### src/rtl/stall_guard_pkg.sv
package stall_guard_pkg;

  // Width of a counter that must hold values 0..maxval
  function automatic int unsigned cnt_width(input int unsigned maxval);
    return (maxval < 2) ? 1 : $clog2(maxval + 1);
  endfunction

  // Clock-loss window derived from the stall window, never below one tick
  function automatic int unsigned loss_window(input int unsigned stall_ticks,
                                              input int unsigned divider);
    int unsigned w;
    w = stall_ticks / divider;
    return (w < 1) ? 1 : w;
  endfunction

endpackage

### src/rtl/sg_reset_init.sv
module sg_reset_init
  import stall_guard_pkg::*;
#(
  parameter int unsigned INIT_TICKS = 16
) (
  input  logic clk,
  input  logic rst_n,
  input  logic tick_i,
  output logic rst_sync_no,
  output logic init_o
);

  localparam int unsigned IW = cnt_width(INIT_TICKS);
  localparam logic [IW-1:0] INIT_LAST = IW'(INIT_TICKS - 1);

  // Reset synchroniser: assert immediately, release after two edges
  logic [1:0] rs_q;

  always_ff @(posedge clk or negedge rst_n) begin
    if (!rst_n) begin
      rs_q <= 2'b00;
    end else begin
      rs_q <= {rs_q[0], 1'b1};
    end
  end

  assign rst_sync_no = rs_q[1];

  // Initialisation interval counter
  logic [IW-1:0] cnt_q, cnt_d;
  logic          init_q, init_d;

  always_comb begin
    cnt_d  = cnt_q;
    init_d = init_q;
    if (init_q && tick_i) begin
      if (cnt_q == INIT_LAST) begin
        init_d = 1'b0;
      end else begin
        cnt_d = cnt_q + 1'b1;
      end
    end
  end

  always_ff @(posedge clk or negedge rst_sync_no) begin
    if (!rst_sync_no) begin
      cnt_q  <= '0;
      init_q <= 1'b1;
    end else begin
      cnt_q  <= cnt_d;
      init_q <= init_d;
    end
  end

  assign init_o = init_q;

endmodule

### src/rtl/sg_clk_loss.sv
module sg_clk_loss
  import stall_guard_pkg::*;
#(
  parameter int unsigned SYNC_STAGES = 2,
  parameter int unsigned LOSS_TICKS  = 100
) (
  input  logic clk,
  input  logic rst_n,
  input  logic cmd_clk_i,
  input  logic tick_i,
  input  logic drive_i,
  output logic loss_o
);

  localparam int unsigned LW = cnt_width(LOSS_TICKS);
  localparam logic [LW-1:0] LOSS_MAX = LW'(LOSS_TICKS);

  // Synchroniser chain, depth chosen by parameter
  logic [SYNC_STAGES-1:0] sync_q;

  for (genvar g = 0; g < SYNC_STAGES; g++) begin : g_sync
    if (g == 0) begin : g_first
      always_ff @(posedge clk or negedge rst_n) begin
        if (!rst_n) sync_q[g] <= 1'b0;
        else        sync_q[g] <= cmd_clk_i;
      end
    end else begin : g_next
      always_ff @(posedge clk or negedge rst_n) begin
        if (!rst_n) sync_q[g] <= 1'b0;
        else        sync_q[g] <= sync_q[g-1];
      end
    end
  end

  logic prev_q;
  logic rise;

  always_ff @(posedge clk or negedge rst_n) begin
    if (!rst_n) prev_q <= 1'b0;
    else        prev_q <= sync_q[SYNC_STAGES-1];
  end

  assign rise = sync_q[SYNC_STAGES-1] & ~prev_q;

  // Ticks since the last rising edge, saturating at the window
  logic [LW-1:0] cnt_q, cnt_d;
  logic          loss_q, loss_d;

  always_comb begin
    cnt_d = cnt_q;
    if (!drive_i || rise) begin
      cnt_d = '0;
    end else if (tick_i && (cnt_q != LOSS_MAX)) begin
      cnt_d = cnt_q + 1'b1;
    end
    loss_d = drive_i & ~rise & (cnt_q == LOSS_MAX);
  end

  always_ff @(posedge clk or negedge rst_n) begin
    if (!rst_n) begin
      cnt_q  <= '0;
      loss_q <= 1'b0;
    end else begin
      cnt_q  <= cnt_d;
      loss_q <= loss_d;
    end
  end

  assign loss_o = loss_q;

endmodule

### src/rtl/sg_release.sv
module sg_release
  import stall_guard_pkg::*;
#(
  parameter int unsigned RELEASE_TICKS = 2
) (
  input  logic clk,
  input  logic rst_n,
  input  logic tick_i,
  input  logic drive_i,
  output logic clr_o
);

  localparam int unsigned RW = cnt_width(RELEASE_TICKS);
  localparam logic [RW-1:0] REL_MAX = RW'(RELEASE_TICKS);

  logic [RW-1:0] cnt_q, cnt_d;
  logic          clr_q, clr_d;

  // Measure the length of each stop/brake interval; pulse a clear
  // on return to drive when it was long enough.
  always_comb begin
    cnt_d = cnt_q;
    clr_d = 1'b0;
    if (!drive_i) begin
      if (tick_i && (cnt_q != REL_MAX)) begin
        cnt_d = cnt_q + 1'b1;
      end
    end else begin
      clr_d = (cnt_q == REL_MAX);
      cnt_d = '0;
    end
  end

  always_ff @(posedge clk or negedge rst_n) begin
    if (!rst_n) begin
      cnt_q <= '0;
      clr_q <= 1'b0;
    end else begin
      cnt_q <= cnt_d;
      clr_q <= clr_d;
    end
  end

  assign clr_o = clr_q;

endmodule

### src/rtl/sg_stall.sv
module sg_stall
  import stall_guard_pkg::*;
#(
  parameter int unsigned STALL_TICKS = 3400
) (
  input  logic clk,
  input  logic rst_n,
  input  logic tick_i,
  input  logic drive_i,
  input  logic lock_i,
  input  logic inhibit_i,
  input  logic clr_i,
  output logic stall_o
);

  localparam int unsigned SW = cnt_width(STALL_TICKS);
  localparam logic [SW-1:0] STALL_LAST = SW'(STALL_TICKS - 1);

  logic [SW-1:0] cnt_q, cnt_d;
  logic          stall_q, stall_d;

  always_comb begin
    cnt_d   = cnt_q;
    stall_d = stall_q;
    if (!drive_i || lock_i) begin
      cnt_d = '0;
    end else if (tick_i && !inhibit_i && !stall_q) begin
      if (cnt_q == STALL_LAST) begin
        cnt_d   = '0;
        stall_d = 1'b1;
      end else begin
        cnt_d = cnt_q + 1'b1;
      end
    end
    if (clr_i) begin
      stall_d = 1'b0;
    end
  end

  always_ff @(posedge clk or negedge rst_n) begin
    if (!rst_n) begin
      cnt_q   <= '0;
      stall_q <= 1'b0;
    end else begin
      cnt_q   <= cnt_d;
      stall_q <= stall_d;
    end
  end

  assign stall_o = stall_q;

endmodule

### src/rtl/motor_stall_guard.sv
module motor_stall_guard
  import stall_guard_pkg::*;
#(
  parameter int unsigned STALL_TICKS   = 3400,
  parameter int unsigned CLKLOSS_DIV   = 34,
  parameter int unsigned RELEASE_TICKS = 2,
  parameter int unsigned INIT_TICKS    = 16,
  parameter int unsigned SYNC_STAGES   = 2
) (
  input  logic clk,
  input  logic rst_n,
  input  logic tick_i,
  input  logic lock_i,
  input  logic stop_i,
  input  logic brake_i,
  input  logic cmd_clk_i,
  input  logic therm_i,
  input  logic uvlo_i,
  output logic stall_o,
  output logic clk_loss_o,
  output logic low_off_o,
  output logic init_o
);

  localparam int unsigned LOSS_TICKS = loss_window(STALL_TICKS, CLKLOSS_DIV);

  logic rst_sync_n;
  logic init_w;
  logic drive_w;
  logic loss_w;
  logic stall_w;
  logic clr_w;
  logic inhibit_w;

  sg_reset_init #(.INIT_TICKS(INIT_TICKS)) u_init (
    .clk         (clk),
    .rst_n       (rst_n),
    .tick_i      (tick_i),
    .rst_sync_no (rst_sync_n),
    .init_o      (init_w)
  );

  assign drive_w   = ~stop_i & ~brake_i & ~init_w;
  assign inhibit_w = loss_w | therm_i | uvlo_i;

  sg_clk_loss #(
    .SYNC_STAGES (SYNC_STAGES),
    .LOSS_TICKS  (LOSS_TICKS)
  ) u_loss (
    .clk       (clk),
    .rst_n     (rst_sync_n),
    .cmd_clk_i (cmd_clk_i),
    .tick_i    (tick_i),
    .drive_i   (drive_w),
    .loss_o    (loss_w)
  );

  sg_release #(.RELEASE_TICKS(RELEASE_TICKS)) u_rel (
    .clk     (clk),
    .rst_n   (rst_sync_n),
    .tick_i  (tick_i),
    .drive_i (drive_w),
    .clr_o   (clr_w)
  );

  sg_stall #(.STALL_TICKS(STALL_TICKS)) u_stall (
    .clk       (clk),
    .rst_n     (rst_sync_n),
    .tick_i    (tick_i),
    .drive_i   (drive_w),
    .lock_i    (lock_i),
    .inhibit_i (inhibit_w),
    .clr_i     (clr_w),
    .stall_o   (stall_w)
  );

  assign stall_o    = stall_w;
  assign clk_loss_o = loss_w;
  assign low_off_o  = stall_w | loss_w;
  assign init_o     = init_w;

endmodule

### config.mk
export PLATFORM = sky130hd
export DESIGN_NAME = motor_stall_guard
export DESIGN_NICKNAME = d
export VERILOG_FILES = /design/src/rtl/stall_guard_pkg.sv /design/src/rtl/sg_reset_init.sv /design/src/rtl/sg_clk_loss.sv /design/src/rtl/sg_release.sv /design/src/rtl/sg_stall.sv /design/src/rtl/motor_stall_guard.sv
export SDC_FILE = /design/constraint.sdc
export NUM_CORES = 1
export LEC_CHECK = 0
export ABC_CLOCK_PERIOD_IN_PS = 2000
export BUFFER_PORTS_ARGS = -buffer_cell sky130_fd_sc_hd__buf_2
export CAP_MARGIN = 20
export CORE_MARGIN = 4
export CORE_UTILIZATION = 60
export DETAILED_ROUTE_END_ITERATION = 7
export PLACE_DENSITY_LB_ADDON = 0.05
export SKIP_CTS_REPAIR_TIMING = 1
export SLEW_MARGIN = 20
export SYNTH_ARGS = -nofsm -noshare
export SYNTH_HDL_FRONTEND = slang
export SYNTH_SLANG_ARGS = --single-unit
### constraint.sdc
create_clock -name clk -period 2 [get_ports clk]
set_input_delay 0.4 -clock clk [delete_from_list [all_inputs] [get_ports clk]]
set_output_delay 0.4 -clock clk [all_outputs]
set_load 0.02 [all_outputs]
==> results of run 1 <==
[worst paths after layout]
kind | cells after the start | startpoint | slack [ns] | to
max | 4 | u_loss.loss_o | 0.20 | u_stall.cnt_q[8]
min | 1 | cmd_clk_i | 0.16 | u_loss.sync_q[0]
max reg2reg | 4 | u_loss.loss_o | 0.20 | u_stall.cnt_q[8]
min reg2reg | 1 | u_init.rs_q[1] | 0.27 | u_stall.cnt_q[1]
max in group asynchronous | 1 | u_init.rs_q[1] | 1.40 | u_init.init_o
min in group asynchronous | 1 | u_init.rs_q[1] | 0.27 | u_stall.cnt_q[1]
[cells by family after synthesis]
family / count (synthesis) / synth area share, %
and+or+nand+nor: 65 / 22.8
AOI/OAI and AO/OA: 36 / 14.1
DFF: 35 / 51.0
buffers and inverters: 10 / 2.47
adders and majority gates: 7 / 5.09
xor gates and xnor gates: 6 / 3.05
muxes: 2 / 1.24
other: 1 / 0.218
[worst register-to-register path: stages (launching register included)]
cell,delay [ns]
dfrtp_1,0.43
nor4_4,0.39
nand3_1,0.29
o41ai_1,0.45
o31a_1,0.19
[synth_stat cells, types with 2 or more instances]
master / n / area (sq um)
o21ai_0: 5 / 25.0
o21ai_1: 2 / 10.0
nor3_1: 4 / 20.0
or4_1: 4 / 30.0
or3_1: 7 / 43.8
xnor2_1: 5 / 43.8
nor4_1: 3 / 18.8
ha_1: 7 / 87.6
o31ai_1: 7 / 52.6
nand4_1: 5 / 31.3
dfrtp_1: 34 / 851
a221o_1: 3 / 30.0
a21oi_1: 10 / 50.1
nor2_1: 10 / 37.5
nand2_1: 11 / 41.3
inv_1: 7 / 26.3
nand3_1: 6 / 30.0
nand4b_1: 2 / 17.5
[flip-flops by register name (all words and copies together) (netlist names), 2 cells and up]
name and cells:
u_init.rs_q 2, u_stall.cnt_q 12, u_loss.sync_q 2, u_loss.cnt_q 7, u_rel.cnt_q 2, u_init.cnt_q 5
[area by class of cell]
cell class | count | area (sq um) | share of cell area, %
Clock buffer | 5 | 37.5 | 1.95
Clock inverter | 3 | 20.0 | 1.04
Sequential cell | 35 | 877 | 45.6
Timing Repair Buffer | 20 | 123 | 6.38
Tap cell | 31 | 38.8 | 2.02
Multi-Input combinational cell | 117 | 801 | 41.6
Inverter | 7 | 26.3 | 1.37
[power by group]
group / total (mW) / switching [mW] / internal (mW)
Clock: 0.375 / 0.241 / 0.134
Sequential: 0.745 / 0.0116 / 0.733
Combinational: 0.120 / 0.0690 / 0.0510
Total: 1.24 / 0.321 / 0.918
[per-stage QoR]
step | area, sq um | hold slack, ns | setup slack, ns | utilization [%] | total power, mW
after floorplan | 1720 | 0.104 | 0.321 | - | 0.839
after global routing | 1920 | 0.137 | 0.0124 | 69.7 | 1.32
final | 1920 | 0.160 | 0.197 | 69.7 | 1.24
after detailed placement | 1860 | 0.191 | 0.146 | 67.3 | 0.879
after global placement | 1860 | 0.185 | 0.234 | 67.3 | 0.868
after CTS | 1910 | -0.194 | 0.214 | 69.4 | 1.26
[metal layers]
metal  GRT usage [%]  part of all wire (%)  wire length (um)  up-vias
met4            10.3                   1.7                55        0
met2            34.5                    53              1670       26
met5               0                     0                 0        -
met1            21.9                    42              1340      637
met3            3.77                   3.3               103        5
li1                -                     -                 -      653
[layout by cell type (no fill, tap or decap), types with 2 or more instances in the layout]
| cell type | Yosys | routed |
|---|---|---|
| o31ai_1 | 7 | 7 |
| ha_1 | 7 | 7 |
| nor3_1 | 4 | 4 |
| nand3_1 | 6 | 6 |
| nand4_1 | 5 | 5 |
| nand4b_1 | 2 | 2 |
| a21oi_1 | 10 | 10 |
| nor2_1 | 10 | 10 |
| dfrtp_1 | 34 | 34 |
| o21ai_1 | 2 | 2 |
| clkinvlp_4 | 0 | 2 |
| o21ai_0 | 5 | 5 |
| nor4_1 | 3 | 3 |
| buf_4 | 1 | 7 |
| nand2_1 | 11 | 11 |
| inv_1 | 7 | 7 |
| buf_2 | 1 | 12 |
| or3_1 | 7 | 7 |
| or4_1 | 4 | 4 |
| a221o_1 | 3 | 3 |
| xnor2_1 | 5 | 5 |
| clkbuf_4 | 0 | 5 |
==> flow_summary.ini, run 1 <==
[outcome]
outcome = complete, no violations

[critical_path]
cp-end-kind = flip-flop
crit_path_cell_trace = nor4_4 -> nand3_1 -> o41ai_1 -> o31a_1
worstSetupStartpointType = flip-flop
cpPeakStageDelay_ns = 0.45
required_ns = 2.28
setup.worst_path.class = flip-flop to flip-flop
crit_family = simple AND/OR/NAND/NOR gates
crit_fanout = 7
arrival_ns = 2.09
crit_buf_inv = 0
cpMaxStageDelayCell = o41ai_1

[die]
initial_core_util_pct = 62.4
num_rows = 19
core_sq_mm = 0.00276
fp.dieH_um = 61.5
dieArea_sq_mm = 0.00379
ios = 13
die_width_um = 61.5

[routing]
vias_per_cell = 6.06
wire_per_inst_um = 14.5
drc = 0
wl_um = 3160
ant_nets = 0
vias = 1321
dr.pass1.iters = 5
drtIter0Drc = 48

[grt]
grt_overflow = 0
grt_pass1_vias = 1257
grt_usage_pct = 19.5
grt_pass1_wl_um = 5380
antenna_found_initial = 0
grt_start_max_net_pins = 34

[placement]
dp_hpwl_um = 2360
gp_congestion = 0.892
place_inst = 209
port-buffer-count = 12

[cts]
clock_sinks = 35
numCtsBuffers = 5
root_buffer = clkbuf_4
ctsLongestPathBuffers = 2
clock_latency_ns = 0.34
clk_pin_slew_ns = 0.10
cts_tree = yes
h-tree-depth = 2

[layout]
nFillCells = 210
final-instance-count-excl-fill = 218
diodes = 0
fin_nets = 202
syn_to_final_growth_pct = 11.8
drive_gt1_share_pct = 19.3

[job]
drv_cap = 0

[timing]
hold_viol_final = 0
skew_ns = 0.00355
max_freq_mhz = 555
rsz0062_at_grt = no
setup_viol = 0
fin_setup_tns_ns = 0
min_period_ns = 1.80
finalMaxSlewViolations = 0
period_share_pct = 90.2

[synth]
ys_warn_count = 0
synth_fp_nets = 178
syn_inst = 162
synthDistinctLibCells = 48
ys.flop_type = dfrtp_1
synthArstFlopShare_pct = 100
syn_area_per_cell_sq_um = 10.6
ys_seq_elements = 35
synth-seq-area-share_pct = 51.0
synth-edff-count = 0
mappedNetlistArea_sq_mm = 0.00172

[power_and_ir_drop]
peakVddDrop_mv = 0.583
p_leak_nw = 0.846
powerDensity_mw_per_mm2 = 645

[worst_hold_path]
hold_class = primary input to flip-flop
No activity file was read; power rests on OpenSTA's default activity.
==> run 2, diff against run 1 <==
SYNTH_HIERARCHICAL = 1   (was default)
==> run 2 against run 1 <==
  * Die area up 4.3%
  * Design area up 4.7%
  * Fmax down 4.3%
  * First-iteration DRC count up 31%
  * Worst setup slack worse by 0.081 ns
  * Clock power up 1%
==> flow_summary.ini, run 2 <==
[grt]
grt_pass1_wl_um = 6080
grt_usage_pct = 19.5
grt_pass1_vias = 1410
grt_overflow = 0
grt_start_max_net_pins = 34
antenna_found_initial = 0

[power_and_ir_drop]
peakVddDrop_mv = 0.503
p_seq_share_pct = 56.7
p_leak_nw = 0.924
pwr-share-clk_pct = 28.1
intPower_mw = 0.977
p_sw_share_pct = 27.8
powerDensity_mw_per_mm2 = 672
p_sw_mw = 0.376
p_comb_share_pct = 15.2

[die]
die_width_um = 62.9
ios = 13
core_sq_mm = 0.00281
fp.dieH_um = 62.9
initial_core_util_pct = 64.4
dieArea_sq_mm = 0.00395
num_rows = 19

[critical_path]
cp-end-kind = flip-flop
worstSetupStartpointType = flip-flop
crit_fanout = 4
cpPeakStageDelay_ns = 0.44
crit_family = simple AND/OR/NAND/NOR gates
setup.worst_path.class = flip-flop to flip-flop
arrival_ns = 2.13
crit_buf_inv = 0
cpMaxStageDelayCell = or3b_4
required_ns = 2.24
crit_path_cell_trace = or3_1 -> or3b_4 -> nor2b_1 -> a221o_2

[layout]
largest_reg_flops = 12
diodes = 0
fin_area_sq_mm = 0.00201
fin_nets = 211
syn_to_final_growth_pct = 11.5
layout_commonest_cell = dfrtp_1
final-instance-count-excl-fill = 227
drive_gt1_share_pct = 21.9
biggestRegsByFlops = u_stall/cnt_q x12, u_loss/cnt_q x7, u_init/cnt_q x5
largest-register = u_stall/cnt_q
final_cell_mix = dfrtp_1 (33), nand2_1 (14), buf_2 (12), a31oi_1 (12), nand3_1 (11)

[synth]
synth_common_cells = dfrtp_1 (34), nand2_1 (14), a31oi_1 (12)
ys_warn_count = 6
ys.flop_type = dfrtp_1
synth_top_cell_by_area = dfrtp_1
mappedNetlistArea_sq_mm = 0.00181
synth-seq-area-share_pct = 48.6
synth_most_common_cell = dfrtp_1
synth-edff-count = 0
ys_seq_elements = 35
syn_area_per_cell_sq_um = 10.6
synthArstFlopShare_pct = 100
synth_top_area_share_pct = 47.1
netlist_top_cells_area = dfrtp_1 (47%), ha_1 (4.9%), a31oi_1 (4.2%), nand3_1 (3.0%), nand2_1 (2.9%)
synth_fp_nets = 187
syn_inst = 171
synthDistinctLibCells = 50

[routing]
vias_per_cell = 6.30
wl_um = 3530
wire_per_inst_um = 15.6
vias = 1429
ant_nets = 0
drc = 0
drtIter0Drc = 63
dr.pass1.iters = 4

[placement]
place_inst = 218
place_area_sq_mm = 0.00195
dp_hpwl_um = 2520
pre_cts_slack_ns = -0.113
gp_congestion = 0.864
port-buffer-count = 12

[timing]
hold_ws_ns = 0.151
skew_ns = 0.0127
min_period_ns = 1.88
max_freq_mhz = 531
hold_viol_final = 0
tightest_slew_ns = 0.706
setup_viol = 0
period_share_pct = 94.2
finalMaxSlewViolations = 0
rsz0062_at_grt = no
slew_headroom_pct = 52.4
setup_ws_ns = 0.116

[cts]
clock_latency_ns = 0.35
numCtsBuffers = 5
root_buffer = clkbuf_4
clock_sinks = 35
clk_pin_slew_ns = 0.11
ctsLongestPathBuffers = 2
cts_tree = yes
h-tree-depth = 2

[job]
drv_cap = 0

[worst_hold_path]
hold_class = primary input to flip-flop

[outcome]
outcome = complete, no violations
==> run 2: metal layers <==
metal | vias up | part of all wire [%] | GRT usage [%]
met5 | - | 0 | 0
met3 | 6 | 3.4 | 5.04
met2 | 23 | 50 | 33.3
met1 | 715 | 45 | 23.1
li1 | 685 | - | -
met4 | 0 | 1.4 | 8.54
==> run 2: final cells by class <==
type	count	area, sq um
clock buffer	6	41.3
sequential	35	878
timing repair buffer	19	128
tap	31	38.8
clock inverter	2	12.5
fill	215	792
multi-input combinational	125	881
inverter	9	33.8
==> run 2: power by group through the flow <==
stage | clock network (mW) | logic, mW | registers, mW
after global placement | 0 | 0.197 | 0.778
final | 0.380 | 0.205 | 0.768
after floorplan | 0 | 0.132 | 0.793
after global routing | 0.433 | 0.230 | 0.773
after CTS | 0.390 | 0.205 | 0.768
after detailed placement | 0 | 0.204 | 0.781
==> run 2: through the flow <==
stage,power (mW),setup TNS (ns),util [%]
6_report,1.35,0,71.8
5_1_grt,1.44,0,71.8
4_1_cts,1.36,0,71.3
3_5_place_dp,0.986,-0.375,69.4
3_3_place_gp,0.974,-0.0705,69.4
2_1_floorplan,0.925,0,-
==> run 2: path summary, 6_finish.rpt <==
kind | cells after the start | slack (ns) | endpoint | start
max | 4 | 0.12 | u_stall/cnt_q[5] | u_loss/loss_o
min | 1 | 0.15 | u_loss/sync_q[0] | cmd_clk_i
max reg2reg | 4 | 0.12 | u_stall/cnt_q[5] | u_loss/loss_o
min reg2reg | 1 | 0.27 | u_stall/stall_o | u_init/rs_q[1]
max in group asynchronous | 1 | 1.39 | u_init/init_o | u_init/rs_q[1]
min in group asynchronous | 1 | 0.27 | u_stall/stall_o | u_init/rs_q[1]
==> run 2: logic make-up after synthesis <==
logic type | Yosys count | synth area share, %
simple gates | 72 | 24.6
compound gates | 36 | 13.7
flops | 35 | 48.6
buf+inv | 11 | 2.77
fa+ha+maj | 7 | 4.85
mux | 5 | 3.40
xor+xnor | 4 | 1.94
other cells | 1 | 0.208
